$ cat config.mk
export PLATFORM = sky130hd
export DESIGN_NAME = ivt_chan
export DESIGN_NICKNAME = d
export VERILOG_FILES = /design/src/rtl/ivt_pkg.sv /design/src/rtl/ivt_decode.sv /design/src/rtl/ivt_counter.sv /design/src/rtl/ivt_irq_flag.sv /design/src/rtl/ivt_chan.sv
export SDC_FILE = /design/constraint.sdc
export NUM_CORES = 1
export LEC_CHECK = 0
export ABC_AREA = 1
export BUFFER_PORTS_ARGS = -buffer_cell sky130_fd_sc_hd__clkbuf_2
export CELL_PAD_IN_SITES_DETAIL_PLACEMENT = 0
export CELL_PAD_IN_SITES_GLOBAL_PLACEMENT = 1
export CORE_MARGIN = 2
export CORE_UTILIZATION = 44
export DETAILED_ROUTE_END_ITERATION = 10
export PLACE_DENSITY = 0.95
export SLEW_MARGIN = 40
export SYNTH_ARGS = -nofsm -noshare
export SYNTH_HDL_FRONTEND = slang
export SYNTH_SLANG_ARGS = --single-unit
export TNS_END_PERCENT = 10
$ cat constraint.sdc
create_clock -name clk -period 4.2 [get_ports clk]
set_clock_uncertainty 0.05 [all_clocks]
set_input_delay 0.21 -clock clk [delete_from_list [all_inputs] [get_ports clk]]
set_output_delay 0.21 -clock clk [all_outputs]
set_load 0.01 [all_outputs]
$ cat src/rtl/ivt_pkg.sv
package ivt_pkg;
    localparam int IVT_AW = 4;

    localparam logic [IVT_AW-1:0] OFF_LOAD = 4'h0;
    localparam logic [IVT_AW-1:0] OFF_CNT  = 4'h4;
    localparam logic [IVT_AW-1:0] OFF_CTRL = 4'h8;
    localparam logic [IVT_AW-1:0] OFF_CLR  = 4'hC;

    localparam int BIT_RUN  = 7;
    localparam int BIT_PER  = 6;
    localparam int BIT_FAST = 3;

    typedef struct packed {
        logic run;
        logic periodic;
        logic fast;
    } ivt_ctrl_t;

    typedef enum logic [1:0] {
        SEL_LOAD = 2'd0,
        SEL_CNT  = 2'd1,
        SEL_CTRL = 2'd2,
        SEL_NONE = 2'd3
    } ivt_rsel_e;
endpackage

$ cat src/rtl/ivt_decode.sv
module ivt_decode
    import ivt_pkg::*;
(
    input  logic              wr_en,
    input  logic [IVT_AW-1:0] addr,
    output logic              wr_load,
    output logic              wr_ctrl,
    output logic              wr_clr,
    output ivt_rsel_e         rsel
);
    always_comb begin
        wr_load = wr_en && (addr == OFF_LOAD);
        wr_ctrl = wr_en && (addr == OFF_CTRL);
        wr_clr  = wr_en && (addr == OFF_CLR);
        unique case (addr)
            OFF_LOAD: rsel = SEL_LOAD;
            OFF_CNT:  rsel = SEL_CNT;
            OFF_CTRL: rsel = SEL_CTRL;
            default:  rsel = SEL_NONE;
        endcase
    end
endmodule

$ cat src/rtl/ivt_counter.sv
module ivt_counter
    import ivt_pkg::*;
#(
    parameter int CNT_W = 32
) (
    input  logic             clk,
    input  logic             rst_n,
    input  logic             wr_load,
    input  logic             wr_ctrl,
    input  logic [CNT_W-1:0] load_data,
    input  ivt_ctrl_t        ctrl_data,
    input  logic             tick_fast,
    input  logic             tick_slow,
    output logic [CNT_W-1:0] cnt,
    output logic [CNT_W-1:0] load_val,
    output ivt_ctrl_t        ctrl,
    output logic             tick,
    output logic             underflow
);
    typedef struct packed {
        logic [CNT_W-1:0] cnt;
        logic [CNT_W-1:0] load;
        ivt_ctrl_t        ctl;
    } cnt_state_t;

    cnt_state_t s_d, s_q;
    logic       tick_d;
    logic       uf_d;

    always_comb begin
        s_d    = s_q;
        uf_d   = 1'b0;
        tick_d = s_q.ctl.run && (s_q.ctl.fast ? tick_fast : tick_slow);
        if (wr_load) begin
            s_d.cnt  = load_data;
            s_d.load = load_data;
        end else if (tick_d) begin
            if (s_q.cnt == '0) begin
                uf_d  = 1'b1;
                s_d.cnt = s_q.ctl.periodic ? s_q.load : {CNT_W{1'b1}};
            end else begin
                s_d.cnt = s_q.cnt - 1'b1;
            end
        end
        if (wr_ctrl) begin
            s_d.ctl = ctrl_data;
        end
    end

    always_ff @(posedge clk or negedge rst_n) begin
        if (!rst_n) begin
            s_q <= '0;
        end else begin
            s_q <= s_d;
        end
    end

    assign cnt       = s_q.cnt;
    assign load_val  = s_q.load;
    assign ctrl      = s_q.ctl;
    assign tick      = tick_d;
    assign underflow = uf_d;
endmodule

$ cat src/rtl/ivt_irq_flag.sv
module ivt_irq_flag (
    input  logic clk,
    input  logic rst_n,
    input  logic set,
    input  logic clr,
    output logic irq
);
    logic irq_d, irq_q;

    always_comb begin
        irq_d = irq_q;
        if (set) begin
            irq_d = 1'b1;
        end else if (clr) begin
            irq_d = 1'b0;
        end
    end

    always_ff @(posedge clk or negedge rst_n) begin
        if (!rst_n) begin
            irq_q <= 1'b0;
        end else begin
            irq_q <= irq_d;
        end
    end

    assign irq = irq_q;
endmodule

$ cat src/rtl/ivt_chan.sv
module ivt_chan
    import ivt_pkg::*;
#(
    parameter int CNT_W  = 32,
    parameter int DATA_W = 32
) (
    input  logic              clk,
    input  logic              rst_n,
    input  logic              wr_en,
    input  logic [IVT_AW-1:0] addr,
    input  logic [DATA_W-1:0] wdata,
    output logic [DATA_W-1:0] rdata,
    input  logic              tick_fast,
    input  logic              tick_slow,
    output logic              irq
);
    logic             wr_load, wr_ctrl, wr_clr;
    ivt_rsel_e        rsel;
    logic [CNT_W-1:0] cnt_val;
    logic [CNT_W-1:0] load_val;
    ivt_ctrl_t        ctl;
    ivt_ctrl_t        ctl_wr;
    logic             tick_now;
    logic             uf;

    assign ctl_wr = '{run: wdata[BIT_RUN], periodic: wdata[BIT_PER], fast: wdata[BIT_FAST]};

    ivt_decode u_dec (
        .wr_en   (wr_en),
        .addr    (addr),
        .wr_load (wr_load),
        .wr_ctrl (wr_ctrl),
        .wr_clr  (wr_clr),
        .rsel    (rsel)
    );

    ivt_counter #(.CNT_W(CNT_W)) u_cnt (
        .clk       (clk),
        .rst_n     (rst_n),
        .wr_load   (wr_load),
        .wr_ctrl   (wr_ctrl),
        .load_data (wdata[CNT_W-1:0]),
        .ctrl_data (ctl_wr),
        .tick_fast (tick_fast),
        .tick_slow (tick_slow),
        .cnt       (cnt_val),
        .load_val  (load_val),
        .ctrl      (ctl),
        .tick      (tick_now),
        .underflow (uf)
    );

    ivt_irq_flag u_irq (
        .clk   (clk),
        .rst_n (rst_n),
        .set   (uf),
        .clr   (wr_clr),
        .irq   (irq)
    );

    always_comb begin
        rdata = '0;
        unique case (rsel)
            SEL_LOAD: rdata[CNT_W-1:0] = load_val;
            SEL_CNT:  rdata[CNT_W-1:0] = cnt_val;
            SEL_CTRL: begin
                rdata[BIT_RUN]  = ctl.run;
                rdata[BIT_PER]  = ctl.periodic;
                rdata[BIT_FAST] = ctl.fast;
            end
            default:  rdata = '0;
        endcase
    end
endmodule

==> metrics.txt <==
outcome finished, final reports clean; crit path to u_cnt.cnt[7]; Crit. path cell count 13; drt drc 0; crit-path max FO 8; Slowest-stage cell, CP dfrtp_1; fin crit share 0.553; post-synth top area cell dfrtp_1; CTS resizes 0; CP arrival 2.52 ns; Compound-Gate Fraction of Synth Area 0.148; first-pass GRT wire length 23,500 um; Worst Setup SP u_cnt.cnt[0]; Die Y 108 um; num rows 37; Net Count, Synth 765; Chip Width 108 um; GRT Residual Overflow 0; Routed WL 13,800 um; slowest cell delay on critical path 0.40 ns; register area share after synthesis 0.360; Pwr Density 528 nW/um^2; dpl cell area 5160 um^2; post-detail-place hpwl 10,100 um; largest family of logic cells by synthesized area simple AND/OR/NAND/NOR gates; leakage 2.81 nW; crit-path cells inv_1 -> ha_1 -> nand2_1 -> nor2_2 -> nand2_2 -> nor3_4 -> buf_6 -> buf_6 -> nand3_1 -> nand3_1 -> nand2_1 -> nand2_1 -> nand2_1; largest cells by area after synthesis dfrtp_1, nand2_1, nor2_1, inv_1, o21ai_0; per-cell routed wire length 14.9 um; final worst path period need 2.32 ns; router iterations before antenna repair 5; ANT cells 0; antenna-violating nets left 0; clock-pin slew on the worst setup and hold paths 0.09 ns; DR vias/cell 5.18; Max Slew Vio Count 0; pin count of the biggest net entering global routing 64; clk_lat worst skew 0.37 ns; Reg2Reg Setup Slack 1.88 ns; Tightest Pin Transition 0.728 ns; CP Class reg -> reg; initial antenna violation count 0; Max-cap violations 0; RSZ-0062 raised after global routing false; most frequent cells in the layout nand2_1, nor2_1, inv_1; reg2reg end u_cnt.cnt[7]; final hold violation count 0; Initial Util 0.456; final-layout fill cell count 1,081; die area 11,600 um^2; port bufs 73; layout overhead on the synthesized area 14.4%; Max clock buf depth 2; Num CTS Buffers 9; Synth top area share 0.360; Setup crit end kind flip-flop; number of distinct library cells after synthesis 32; Worst slew margin 0.514; Final GP Congestion 0.900; CTS root buf clkbuf_8; post-synthesis cell count 722; final core utilization 0.522; Post-Synth XOR/XNOR Area 0.0204; WP data required 4.40 ns; commonest non-fill, non-tap cell in the layout nand2_1; Vias 4,801; Setup-failing EPs final 0; Finished Cell Area 5410 um^2; Reg2Reg Depth 13; mapped cell area 4730 um^2; Final Total Pwr 0.00286 W; Sink Count 68; Adder-Cell Fraction of Synth Area 0.00529; Yosys warnings 0; Max Freq 431 MHz; initial DRC count 270; mux contribution to synthesized area 0; crit start category flip-flop; Max H-tree Level 3; gr usage total 0.258; core area 10,400 um^2; post-synthesis area per instance 6.55 um^2; Hold WS 0.0279 ns; share of cells above drive strength 1 0.167; vias in the first global route 4,778; Yosys reg bits 68; CP top delay family simple AND/OR/NAND/NOR gates; CP dominant cell by count nand2_1; peak supply drop 208 uV; reg2reg start u_cnt.cnt[0]; CTS tree built; setup tns final 0 ns; I/O pin count 74; # nets final 828; CP bufs+invs 3; post-synthesis simple-gate area fraction 0.353; Worst Hold Class in -> reg
metal layers:
| metal | part of all wire | wire length [um] | track usage |
|---|---|---|---|
| met5 | 0 | 0 | 0 |
| met4 | 0.014 | 198 | 0.0806 |
| met1 | 0.48 | 6640 | 0.358 |
| met2 | 0.46 | 6320 | 0.409 |
| met3 | 0.045 | 615 | 0.0442 |
sequential cells by signal, summed over array words and instances, names as in the netlist:
signal	flops
u_cnt.cnt	32
u_cnt.load_val	32
u_cnt.ctrl	3
u_irq.irq	1
how the worst min path moves through the flow:
| stage | from | to | slack (ns) | cells after the start |
|---|---|---|---|---|
| final | wdata[23] | u_cnt.load_val[23] | 0.03 | 3 |
| after detailed placement | rst_n | u_cnt.load_val[12] | 0.29 | 1 |
| after global placement | rst_n | u_cnt.load_val[12] | 0.28 | 1 |
| after floorplan | rst_n | u_cnt.cnt[0] | -0.14 | 0 |
| after CTS | wdata[9] | u_cnt.load_val[9] | 0.02 | 3 |
| after global routing | wdata[10] | u_cnt.load_val[10] | 0.04 | 3 |
synth_stat cells:
cell,n
nand2_1,206
nor2_1,103
inv_1,99
dfrtp_1,68
o21ai_0,63
nand3_1,37
o22ai_1,27
a21oi_1,26
clkbuf_1,11
nor2_2,11
xor2_1,10
buf_2,8
nand4_1,7
buf_4,5
nand3_2,5
nor2_4,5
nand2_2,4
nor3_1,4
buf_6,3
inv_2,3
o221ai_1,3
a21oi_2,2
ha_1,2
nor3_4,2
a22o_1,1
nand2_4,1
nand3_4,1
o211ai_1,1
o211ai_2,1
o21ai_1,1
o21ai_2,1
xnor2_1,1
worst min-delay path, cell delays in order:
cell	delay [ns]
clkbuf_2	0.08
nand2_1	0.05
o21ai_0	0.07
power by group:
group          total (W)  switching (W)  leakage, nW  internal (W)
logic            0.00104       0.000666         1.92      0.000378
clock network   0.000671       0.000279        0.115      0.000392
registers        0.00114       0.000267        0.767      0.000878
total            0.00286        0.00121         2.81       0.00165
logic make-up (layout without fill, tap and decap cells):
group,Yosys count,after routing
AOI/OAI and AO/OA,126,126
buffers and inverters,129,197
DFF,68,68
xor gates and xnor gates,11,11
and+or+nand+nor,386,386
adders and majority gates,2,2
area by class of cell:
| cell class | instances | area (um^2) | area share |
|---|---|---|---|
| clock buffers | 9 | 124 | 0.0229 |
| clock inverters | 7 | 115 | 0.0213 |
| inverters | 102 | 384 | 0.0710 |
| multi-input cells | 525 | 2490 | 0.461 |
| flip-flops and latches | 68 | 1700 | 0.314 |
| well taps | 136 | 170 | 0.0314 |
| repair buffers | 79 | 423 | 0.0781 |
repair_timing:
item                                    CTS  global route
endpoints found under the setup margin    0             0
buffers inserted                          0             0
endpoints found under the hold margin    33             0
hold buffers                              1             0
stage by stage:
| step | cells | setup WS (ns) |
|---|---|---|
| final | 926 | 1.88 |
| after global routing | 926 | 1.59 |
| after global placement | 907 | 1.62 |
| after detailed placement | 909 | 1.49 |
| after floorplan | 722 | 2.43 |
| after CTS | 926 | 1.85 |
Power figures use the tool's default switching activity.
